--- config.mk ---
export PLATFORM = sky130hd
export DESIGN_NAME = spi_regport
export DESIGN_NICKNAME = d
export VERILOG_FILES = /design/src/rtl/spi_regport_pkg.sv /design/src/rtl/spi_regport_sync.sv /design/src/rtl/spi_regport_engine.sv /design/src/rtl/spi_regport_bank.sv /design/src/rtl/spi_regport.sv
export SDC_FILE = /design/constraint.sdc
export NUM_CORES = 1
export LEC_CHECK = 0
export CAP_MARGIN = 20
export CORE_MARGIN = 3
export CORE_UTILIZATION = 40
export CTS_BUF_LIST = sky130_fd_sc_hd__clkbuf_4 sky130_fd_sc_hd__clkbuf_8
export CTS_CLUSTER_SIZE = 8
export DETAILED_ROUTE_END_ITERATION = 8
export DONT_BUFFER_PORTS = 1
export GPL_ROUTABILITY_DRIVEN = 0
export SLEW_MARGIN = 40
export SYNTH_ARGS = -nofsm -noshare
export SYNTH_HDL_FRONTEND = slang
export SYNTH_HIERARCHICAL = 1
export SYNTH_SLANG_ARGS = --single-unit
--- constraint.sdc ---
create_clock -name clk -period 3.01 [get_ports clk]
set_input_delay 0.602 -clock clk [delete_from_list [all_inputs] [get_ports clk]]
set_output_delay 0.602 -clock clk [all_outputs]
set_load 0.05 [all_outputs]
--- src/rtl/spi_regport_pkg.sv ---
`timescale 1ns/1ps
package spi_regport_pkg;
  localparam int HDR_BITS  = 16;
  localparam int ADDR_BITS = 13;
  localparam int BYTE_BITS = 8;
  localparam int CNT_W     = $clog2(HDR_BITS);

  localparam logic [1:0] LEN_STREAM = 2'b11;

  typedef enum logic [1:0] {
    PH_HEADER,
    PH_DATA,
    PH_IDLE
  } phase_e;

  typedef struct packed {
    logic                 rd;
    logic [1:0]           len;
    logic [ADDR_BITS-1:0] addr;
  } instr_t;
endpackage

--- src/rtl/spi_regport_sync.sv ---
`timescale 1ns/1ps
module spi_regport_sync #(
  parameter int STAGES = 2
) (
  input  logic clk,
  input  logic rst,
  input  logic cs_n,
  input  logic sclk,
  input  logic mosi,
  output logic sel,
  output logic sel_start,
  output logic sck_rise,
  output logic sck_fall,
  output logic mosi_s
);
  localparam int LAST = STAGES - 1;
  localparam logic [2:0] IDLE_VEC = 3'b100;

  logic [STAGES-1:0][2:0] pipe;
  logic [2:0]             in_vec;
  logic                   sel_d;
  logic                   sck_d;

  assign in_vec = {cs_n, sclk, mosi};

  if (STAGES == 1) begin : g_single
    always_ff @(posedge clk) begin
      if (rst) pipe <= IDLE_VEC;
      else     pipe <= in_vec;
    end
  end else begin : g_chain
    always_ff @(posedge clk) begin
      if (rst) pipe <= {STAGES{IDLE_VEC}};
      else     pipe <= {pipe[STAGES-2:0], in_vec};
    end
  end

  always_ff @(posedge clk) begin
    if (rst) begin
      sel_d <= 1'b0;
      sck_d <= 1'b0;
    end else begin
      sel_d <= ~pipe[LAST][2];
      sck_d <= pipe[LAST][1];
    end
  end

  assign sel       = ~pipe[LAST][2];
  assign sel_start = sel & ~sel_d;
  assign sck_rise  = pipe[LAST][1] & ~sck_d;
  assign sck_fall  = ~pipe[LAST][1] & sck_d;
  assign mosi_s    = pipe[LAST][0];
endmodule

--- src/rtl/spi_regport_engine.sv ---
`timescale 1ns/1ps
module spi_regport_engine
  import spi_regport_pkg::*;
(
  input  logic                 clk,
  input  logic                 rst,
  input  logic                 sel,
  input  logic                 sel_start,
  input  logic                 sck_rise,
  input  logic                 sck_fall,
  input  logic                 din,
  input  logic                 cfg_lsb,
  input  logic                 cfg_uni,
  input  logic [7:0]           rd_data,
  output logic                 wr_en,
  output logic                 rd_en,
  output logic [ADDR_BITS-1:0] mem_addr,
  output logic [7:0]           wr_data,
  output logic                 dout,
  output logic                 dio_oe,
  output logic                 do_oe
);
  phase_e               phase;
  logic [CNT_W-1:0]     bit_cnt;
  logic [HDR_BITS-1:0]  shreg;
  logic                 rd_q;
  logic [1:0]           len_q;
  logic [ADDR_BITS-1:0] cur_addr;
  logic [1:0]           byte_idx;
  logic                 lsb_q;
  logic                 uni_q;
  logic [7:0]           tx;
  logic                 pend1;
  logic                 pend2;

  logic                 lsb_now;
  logic [HDR_BITS-1:0]  shreg_next;
  logic [7:0]           byte_next;
  instr_t               instr_next;
  logic [ADDR_BITS-1:0] addr_step;
  logic                 last_byte;

  always_comb begin
    lsb_now    = sel_start ? cfg_lsb : lsb_q;
    shreg_next = lsb_now ? {din, shreg[HDR_BITS-1:1]} : {shreg[HDR_BITS-2:0], din};
    byte_next  = lsb_now ? {din, shreg[7:1]} : {shreg[6:0], din};
    instr_next = instr_t'(shreg_next);
    addr_step  = lsb_q ? cur_addr + 13'd1 : cur_addr - 13'd1;
    last_byte  = (len_q != LEN_STREAM) && (byte_idx == len_q);
  end

  always_ff @(posedge clk) begin
    if (rst || !sel) begin
      phase    <= PH_HEADER;
      bit_cnt  <= '0;
      shreg    <= '0;
      wr_en    <= 1'b0;
      rd_en    <= 1'b0;
      pend1    <= 1'b0;
      pend2    <= 1'b0;
      dio_oe   <= 1'b0;
      do_oe    <= 1'b0;
      if (rst) begin
        rd_q     <= 1'b0;
        len_q    <= '0;
        cur_addr <= '0;
        byte_idx <= '0;
        lsb_q    <= 1'b0;
        uni_q    <= 1'b0;
        tx       <= '0;
        mem_addr <= '0;
        wr_data  <= '0;
        dout     <= 1'b0;
      end
    end else begin
      wr_en <= 1'b0;
      rd_en <= 1'b0;
      pend1 <= 1'b0;
      pend2 <= pend1;
      if (sel_start) begin
        lsb_q <= cfg_lsb;
        uni_q <= cfg_uni;
      end
      if (pend2) tx <= rd_data;

      if (sck_rise) begin
        case (phase)
          PH_HEADER: begin
            shreg <= shreg_next;
            if (bit_cnt == CNT_W'(HDR_BITS - 1)) begin
              bit_cnt  <= '0;
              phase    <= PH_DATA;
              rd_q     <= instr_next.rd;
              len_q    <= instr_next.len;
              cur_addr <= instr_next.addr;
              byte_idx <= '0;
              if (instr_next.rd) begin
                rd_en    <= 1'b1;
                pend1    <= 1'b1;
                mem_addr <= instr_next.addr;
              end
            end else begin
              bit_cnt <= bit_cnt + 1'b1;
            end
          end
          PH_DATA: begin
            shreg[7:0] <= byte_next;
            if (bit_cnt == CNT_W'(BYTE_BITS - 1)) begin
              bit_cnt  <= '0;
              cur_addr <= addr_step;
              byte_idx <= byte_idx + 2'd1;
              if (!rd_q) begin
                wr_en    <= 1'b1;
                wr_data  <= byte_next;
                mem_addr <= cur_addr;
              end
              if (last_byte) begin
                phase <= PH_IDLE;
              end else if (rd_q) begin
                rd_en    <= 1'b1;
                pend1    <= 1'b1;
                mem_addr <= addr_step;
              end
            end else begin
              bit_cnt <= bit_cnt + 1'b1;
            end
          end
          default: ;
        endcase
      end

      if (phase == PH_DATA && rd_q) begin
        if (sck_fall) begin
          dout   <= lsb_q ? tx[0] : tx[7];
          tx     <= lsb_q ? {1'b0, tx[7:1]} : {tx[6:0], 1'b0};
          dio_oe <= ~uni_q;
          do_oe  <= uni_q;
        end
      end else begin
        dio_oe <= 1'b0;
        do_oe  <= 1'b0;
      end
    end
  end
endmodule

--- src/rtl/spi_regport_bank.sv ---
`timescale 1ns/1ps
module spi_regport_bank
  import spi_regport_pkg::*;
#(
  parameter int DEPTH = 64
) (
  input  logic                 clk,
  input  logic                 rst,
  input  logic                 wr_en,
  input  logic                 rd_en,
  input  logic [ADDR_BITS-1:0] addr,
  input  logic [7:0]           wr_data,
  output logic [7:0]           rd_data,
  output logic [7:0]           cfg
);
  localparam int IDX_W = (DEPTH > 1) ? $clog2(DEPTH) : 1;

  logic [7:0]       mem [DEPTH];
  logic             in_range;
  logic             is_cfg;
  logic [IDX_W-1:0] idx;

  assign in_range = int'(addr) < DEPTH;
  assign is_cfg   = (addr == '0);
  assign idx      = addr[IDX_W-1:0];

  always_ff @(posedge clk) begin
    if (wr_en && in_range) mem[idx] <= wr_data;
  end

  always_ff @(posedge clk) begin
    if (rst) begin
      rd_data <= '0;
      cfg     <= '0;
    end else begin
      if (wr_en && is_cfg) cfg <= wr_data;
      if (rd_en) begin
        if (!in_range)   rd_data <= '0;
        else if (is_cfg) rd_data <= cfg;
        else             rd_data <= mem[idx];
      end
    end
  end
endmodule

--- src/rtl/spi_regport.sv ---
`timescale 1ns/1ps
module spi_regport
  import spi_regport_pkg::*;
#(
  parameter int DEPTH       = 64,
  parameter int SYNC_STAGES = 2
) (
  input  logic clk,
  input  logic rst,
  input  logic cs_n,
  input  logic sclk,
  input  logic sdio_in,
  output logic sdio_out,
  output logic sdio_oe,
  output logic sdo_out,
  output logic sdo_oe
);
  logic                 sel;
  logic                 sel_start;
  logic                 sck_rise;
  logic                 sck_fall;
  logic                 din;
  logic                 wr_en;
  logic                 rd_en;
  logic [ADDR_BITS-1:0] mem_addr;
  logic [7:0]           wr_data;
  logic [7:0]           rd_data;
  logic [7:0]           cfg;
  logic                 cfg_lsb;
  logic                 cfg_uni;
  logic                 dout;

  // the setup nibbles mirror each other: 7<->0 and 6<->1
  assign cfg_uni = cfg[7] | cfg[0];
  assign cfg_lsb = cfg[6] | cfg[1];

  spi_regport_sync #(.STAGES(SYNC_STAGES)) u_sync (
    .clk(clk), .rst(rst), .cs_n(cs_n), .sclk(sclk), .mosi(sdio_in),
    .sel(sel), .sel_start(sel_start), .sck_rise(sck_rise),
    .sck_fall(sck_fall), .mosi_s(din)
  );

  spi_regport_engine u_engine (
    .clk(clk), .rst(rst), .sel(sel), .sel_start(sel_start),
    .sck_rise(sck_rise), .sck_fall(sck_fall), .din(din),
    .cfg_lsb(cfg_lsb), .cfg_uni(cfg_uni), .rd_data(rd_data),
    .wr_en(wr_en), .rd_en(rd_en), .mem_addr(mem_addr), .wr_data(wr_data),
    .dout(dout), .dio_oe(sdio_oe), .do_oe(sdo_oe)
  );

  spi_regport_bank #(.DEPTH(DEPTH)) u_bank (
    .clk(clk), .rst(rst), .wr_en(wr_en), .rd_en(rd_en), .addr(mem_addr),
    .wr_data(wr_data), .rd_data(rd_data), .cfg(cfg)
  );

  assign sdio_out = dout;
  assign sdo_out  = dout;
endmodule

# ---- Yosys cells after proc, flatten, opt, wreduce, memory -nomap -nowiden
# Memories as Yosys holds them, arrays and structs flattened. A register that Yosys moved wholly into a read port is not among the register bits.
# Index checks and enable logic that the tools add are counted.
# Widths: inputs -> output; s select.
dict set report word_totals {
  ff_bits 101
  ram_bits 512
  output_inout_bits 4
  elab_cells 159
  mem_count 1
}
dict set report classes {
  addsub 4
  order_cmp 1
  n_eq_ne 13
  n_mux 72
  bitwise_logic 14
  reduce_logical 29
}
# name words word_bits read_ports rd_clocked_by_memory_dff wr line_no
set memory_table {}
lappend memory_table {u_bank.mem 64 8 1 1 1 spi_regport_bank.sv:18} ;# logic [7:0] mem [DEPTH];
# cell n
set op_table {}
lappend op_table {{$mux 13} 14}
lappend op_table {{$mux 8} 14}
lappend op_table {{$pmux 13 s2} 2}
lappend op_table {{$mux 2} 12}
lappend op_table {{$mux 1} 21}
lappend op_table {{$reduce_bool 2->1} 9}
lappend op_table {{$mux 16} 1}
lappend op_table {{$pmux 8 s2} 1}
lappend op_table {{$reduce_and 5->1} 3}
lappend op_table {{$add 13x1->13 const B} 1}
lappend op_table {{$logic_not 13->1} 1}
lappend op_table {{$lt 13x7->1 const B} 1}
lappend op_table {{$sub 13x1->13 const B} 1}
lappend op_table {{$ne 3x1->1 const B} 3}
lappend op_table {{$not 1->1} 9}
lappend op_table {{$mux 4} 2}
lappend op_table {{$pmux 2 s2} 2}
lappend op_table {{$pmux 4 s2} 1}
lappend op_table {{$mux 6} 1}
lappend op_table {{$ne 2x1->1 const B} 3}
lappend op_table {{$ne 2x2->1 const B} 3}
lappend op_table {{$reduce_and 2->1} 3}
lappend op_table {{$reduce_and 6->1} 1}
lappend op_table {{$add 4x1->4 const B} 1}
lappend op_table {{other kinds (16)} 23}

# ---- Longest topological paths before layout
dict set report depth {
  word_depth 10
  depth_mapped 10
}

# ---- Modules after synthesis
# Netlist, hierarchy kept.
# mod instances cells_per_inst area_per_inst_um2
set by_module_without_submodules {}
lappend by_module_without_submodules {spi_regport_bank 1 1189 20953.8}
lappend by_module_without_submodules {spi_regport_engine 1 459 4446.8}
lappend by_module_without_submodules {spi_regport_sync 1 20 227.7}
lappend by_module_without_submodules {spi_regport 1 3 20.0}

# ---- Least setup slack after synthesis
# Ideal clock, no wire load.
dict set report synth_timing {
  kind {reg2reg}
  startpoint {register u_sync/pipe[5] (netlist bit)}
  endpoint {register u_engine.mem_addr[0], enable pin}
  setup_time_ns 0.401
  arrival_time_ns 2.315
  required_ns 2.609
  setup_slack_ns 0.294
  path_stages_with_launch 8
  path_buffers 1
  synth_period_minus_slack_ns 2.716
  path_cell_list {dfxtp_1 -> nor2_1 -> mux2i_2 -> buf_6 -> a21boi_0 -> nor4_1 -> nor2_1 -> o21ai_0}
}
dict set report synth_via {
  elab_chain_cells 6
  word_cells_on_any_way 12
}
# element line_no
set synth_rtl {}
lappend synth_rtl {{start, declared} spi_regport_sync.sv:19} ;# logic [STAGES-1:0][2:0] pipe;
lappend synth_rtl {{start signal, assigned} spi_regport_sync.sv:33} ;# if (rst) pipe <= {STAGES{IDLE_VEC}};
lappend synth_rtl {{start signal, assigned} spi_regport_sync.sv:34} ;# else pipe <= {pipe[STAGES-2:0], in_vec};
lappend synth_rtl {{$not 1->1} spi_regport_sync.sv:48} ;# assign sel = ~pipe[LAST][2];
lappend synth_rtl {{$and 1x1->1} spi_regport_sync.sv:49} ;# assign sel_start = sel & ~sel_d;
lappend synth_rtl {{named net sel_start} spi_regport.sv:19} ;# logic sel_start;
lappend synth_rtl {{$mux 1} n/a}
lappend synth_rtl {{$mux 16} spi_regport_engine.sv:45} ;# shreg_next = lsb_now ? {din, shreg[HDR_BITS-1:1]} : {shreg[HDR_BITS-2:0], din};
lappend synth_rtl {{$ne 3x1->1 (no source line)} n/a}
lappend synth_rtl {{$reduce_and 6->1 (no source line)} n/a}
lappend synth_rtl {{end signal, assigned} spi_regport_engine.sv:100} ;# mem_addr <= instr_next.addr;
lappend synth_rtl {{end signal, assigned} spi_regport_engine.sv:115} ;# mem_addr <= cur_addr;
lappend synth_rtl {{end signal, assigned} spi_regport_engine.sv:122} ;# mem_addr <= addr_step;
lappend synth_rtl {{end, declared} spi_regport_engine.sv:17} ;# output logic [ADDR_BITS-1:0] mem_addr,
# The timed path passes the listed nets, and every way through them passes these cells.
# A chain may end at the register's enable or synchronous reset.

# ---- Worst setup path after layout
dict set report layout_timing {
  startpoint {register u_engine.mem_addr[2]}
  endpoint {register u_bank.rd_data[4]}
}
dict set report layout_via {
  elab_chain_cells 3
  word_cells_on_any_way 4
}
# element line_no
set layout_rtl {}
lappend layout_rtl {{branches (longest 2 deep; another with $lt 13x7->1)} n/a}
lappend layout_rtl {{$mux 8 *} spi_regport_bank.sv:38} ;# if (!in_range) rd_data <= '0;
lappend layout_rtl {{end signal, assigned} spi_regport_bank.sv:39} ;# else if (is_cfg) rd_data <= cfg;
lappend layout_rtl {{end signal, assigned} spi_regport_bank.sv:40} ;# else rd_data <= mem[idx];
lappend layout_rtl {{end, declared} spi_regport_bank.sv:13} ;# output logic [7:0] rd_data,
# Every way passes the cells marked *.

==> flow_summary.yaml <==
outcome:
  status: "finished, final reports clean"
grt:
  grt_pass1_vias: 15260
  grt_max_degree: 66
  grt_pass1_wl_um: 101600
  grt_overflow: 0
  grt_util_all_layers: 0.2028
  antenna_found_initial: 0
cts:
  cts_tree: "done"
  ctsResizeCount: 0
  hold_buffers: 4
  cts_buffer_depth: 3
  h-tree-depth: 3
  clock_latency_ns: 0.70
  clock-sinks: 613
  clkTransAtPathRegs_ns: 0.06
  numCtsBuffers: 100
  cts_root_buf: "clkbuf_8"
  post_cts_buffers: 0
min_path:
  hold_class: "in -> reg"
  holdPathStages: 1
  min_to: "u_engine/wr_en$_SDFF_PP0_"
  min_from: "rst"
critical_path:
  cp-end-kind: "register"
  crit_slowest_cell: "edfxtp_1"
  worstReg2RegStart: "u_engine/mem_addr[2]$_SDFFCE_PP0P_"
  reg2reg_depth: 7
  r2r_end: "u_bank/rd_data[4]$_SDFFE_PP0P_"
  path_class: "reg -> reg"
  r2r_setup_slack_ns: 0.1
  crit_top_cell: "buf_4"
  setup.worst_path.start_class: "register"
  arrival_ns: 3.51
  crit_fanout: 21
  path_buf_inv: 2
  critPathTopFamily: "compound AO/OA/AOI/OAI gates"
  required_ns: 3.60
  worstPathCellList: "buf_4, buf_4, mux4_2, a22o_1, a22oi_1, o2111ai_1, o31a_1"
  max_stage_delay_ns: 0.69
die:
  die_area_um2: 67200
  rows: 92
  fp.dieH_um: 259.2
  initial_core_util: 0.4051
  die_w_um: 259.2
  coreArea_um2: 63310
  io_pins: 9
timing:
  rsz0062_at_grt: "no"
  relSlewSlack: 0.4375
  finalMaxSlewViolations: 0
  finClkSkew_ns: 0.04526
  post-route-period-util: 0.9674
  timing.final.hold_violations: 0
  max_freq_ghz: 0.3434
  period_needed_ns: 2.912
  fin_tns_setup_ns: 0
  worstMarginPinSlew_ns: 0.8438
  fin_ws_ns: 0.09827
  setup_viol: 0
final_layout:
  nets: 1833
  fin_util: 0.4638
  synthToLayoutAreaGrowth_pct: 14.48
  drive_gt1_frac: 0.2137
  antenna_cells: 0
yosys:
  synthTopCellsByArea: "edfxtp_1, mux2i_1, dfxtp_1"
  netlist_area_um2: 25650
  ys_async_sr_fraction: 0
  syn_inst: 1671
  synth-edff-count: 562
  yosys.area.top_type: "edfxtp_1"
  synth_top_cell_area_share: 0.6580
  yosys_warnings: 6
  ys_ff_latch: 613
  yosysUniqueCellTypes: 83
  synth-main-ff-cell: "edfxtp_1"
  synth-seq-area-share: 0.6978
  syn_nets: 1689
  syn_area_per_cell_um2: 15.35
drt:
  wl_per_cell_um: 25.01
  dr.pass1.iters: 6
  drt.antenna.violating_nets: 0
  vias_per_cell: 5.754
  wl_um: 68320
  remaining_drc_errors: 0
  drt_iter0_drc: 1656
  vias: 15720
placed_design:
  numPortBuffers: 0
  pre_cts_ws_ns: 0.2025
  dpl.hpwl_um: 43790
power:
  leakagePower_nw: 9.781
  power.density_nw_per_um2: 585.5
  ir_drop_uv: 299.8
  p_total_w: 0.01719
job:
  drv_cap: 0
==> cell usage after synthesis (all sizes together), types with 9 or more instances <==
master  number
clkbuf      46
dfxtp       51
xnor2       10
nand3b      16
ha          12
a22oi       20
mux4        51
a31oi       10
nor3        13
inv         13
or2          9
nand2       90
o21ai       37
buf         62
nor2       138
edfxtp     562
nand2b      13
a221oi      37
a21oi       61
a211oi      44
o22ai       46
mux2        16
nand3       28
mux2i      121
nor2b       27
==> layout by cell type (no fill, tap or decap), types with 44 or more instances in the layout <==
master,n
mux2i_1,120
dfxtp_1,51
clkbuf_4,46
a211oi_1,44
nor2_1,137
a21oi_1,60
edfxtp_1,562
nand2_1,89
buf_4,134
mux4_2,45
o22ai_1,46
clkbuf_8,101
==> flip-flops by register name, summed over array words and instances (netlist names), 2 cells and up <==
| name | flops |
|---|---|
| u_engine/len_q | 2 |
| u_sync/pipe | 5 |
| u_engine/byte_idx | 2 |
| u_engine/wr_data | 8 |
| u_engine/mem_addr | 13 |
| u_engine/shreg | 16 |
| u_engine/bit_cnt | 4 |
| u_bank/rd_data | 8 |
| u_engine/tx | 8 |
| u_bank/mem | 512 |
| u_engine/phase | 2 |
| u_bank/cfg | 8 |
| u_engine/cur_addr | 13 |
==> report_power, final <==
part,switching [W],internal [W]
sequential,0.0000380,0.00929
clock,0.00318,0.00385
combinational,0.000532,0.000297
==> routing by layer <==
layer | share of wire | track usage | routed length (um) | vias up
li1 | - | - | - | 6890
met1 | 0.43 | 0.2831 | 29210 | 8035
met2 | 0.47 | 0.3166 | 31970 | 647
met3 | 0.071 | 0.03902 | 4879 | 147
met4 | 0.033 | 0.07583 | 2260 | 0
met5 | 0 | 0 | 0 | -
==> through the flow <==
| stage | cells | cell area [um^2] | hold slack [ns] |
|---|---|---|---|
| after floorplan | 1671 | 25650 | 0.3832 |
| after global placement | 2553 | 27340 | 0.3916 |
| final | 2732 | 29360 | 0.04657 |
| after CTS | 2732 | 29350 | 0.002480 |
| after detailed placement | 2555 | 27380 | 0.3893 |
| after global routing | 2732 | 29360 | 0.01265 |
==> layout make-up <==
cell class / instances / area [um^2]
Clock buffer: 147 / 1735
Sequential cell: 613 / 17900
Inverter: 14 / 52.55
Fill cell: 5450 / 33950
Tap cell: 846 / 1059
Multi-Input combinational cell: 936 / 7138
Clock inverter: 26 / 196.4
Timing Repair Buffer: 150 / 1285
==> worst max-delay path by stage <==
stage / startpoint / end / slack, ns / depth (start not counted)
6_report: u_engine/mem_addr[2]$_SDFFCE_PP0P_ / u_bank/rd_data[4]$_SDFFE_PP0P_ / 0.1 / 7
4_1_cts: u_engine/mem_addr[2]$_SDFFCE_PP0P_ / u_bank/rd_data[4]$_SDFFE_PP0P_ / 0.19 / 7
3_3_place_gp: u_engine/mem_addr[2]$_SDFFCE_PP0P_ / u_bank/rd_data[4]$_SDFFE_PP0P_ / 0.16 / 7
3_5_place_dp: u_engine/mem_addr[2]$_SDFFCE_PP0P_ / u_bank/rd_data[4]$_SDFFE_PP0P_ / 0.20 / 7
5_1_grt: u_engine/mem_addr[10]$_SDFFCE_PP0P_ / u_bank/mem[5][2]$_DFFE_PP_ / 0.03 / 8
2_1_floorplan: u_sync/pipe[5]$_SDFF_PP1_ / u_engine/mem_addr[0]$_SDFFCE_PP0P_ / 0.29 / 7
==> cells by family after synthesis <==
logic type / after synthesis / share of synthesized area
adder cells (fa/ha/maj): 13 / 0.006634
buffers and inverters: 122 / 0.02464
AO/OA/AOI/OAI: 330 / 0.09157
XOR/XNOR: 16 / 0.005464
multiplexers: 188 / 0.1003
AND/OR/NAND/NOR: 389 / 0.07356
flip-flops: 613 / 0.6978
Power figures use the tool's default switching activity.
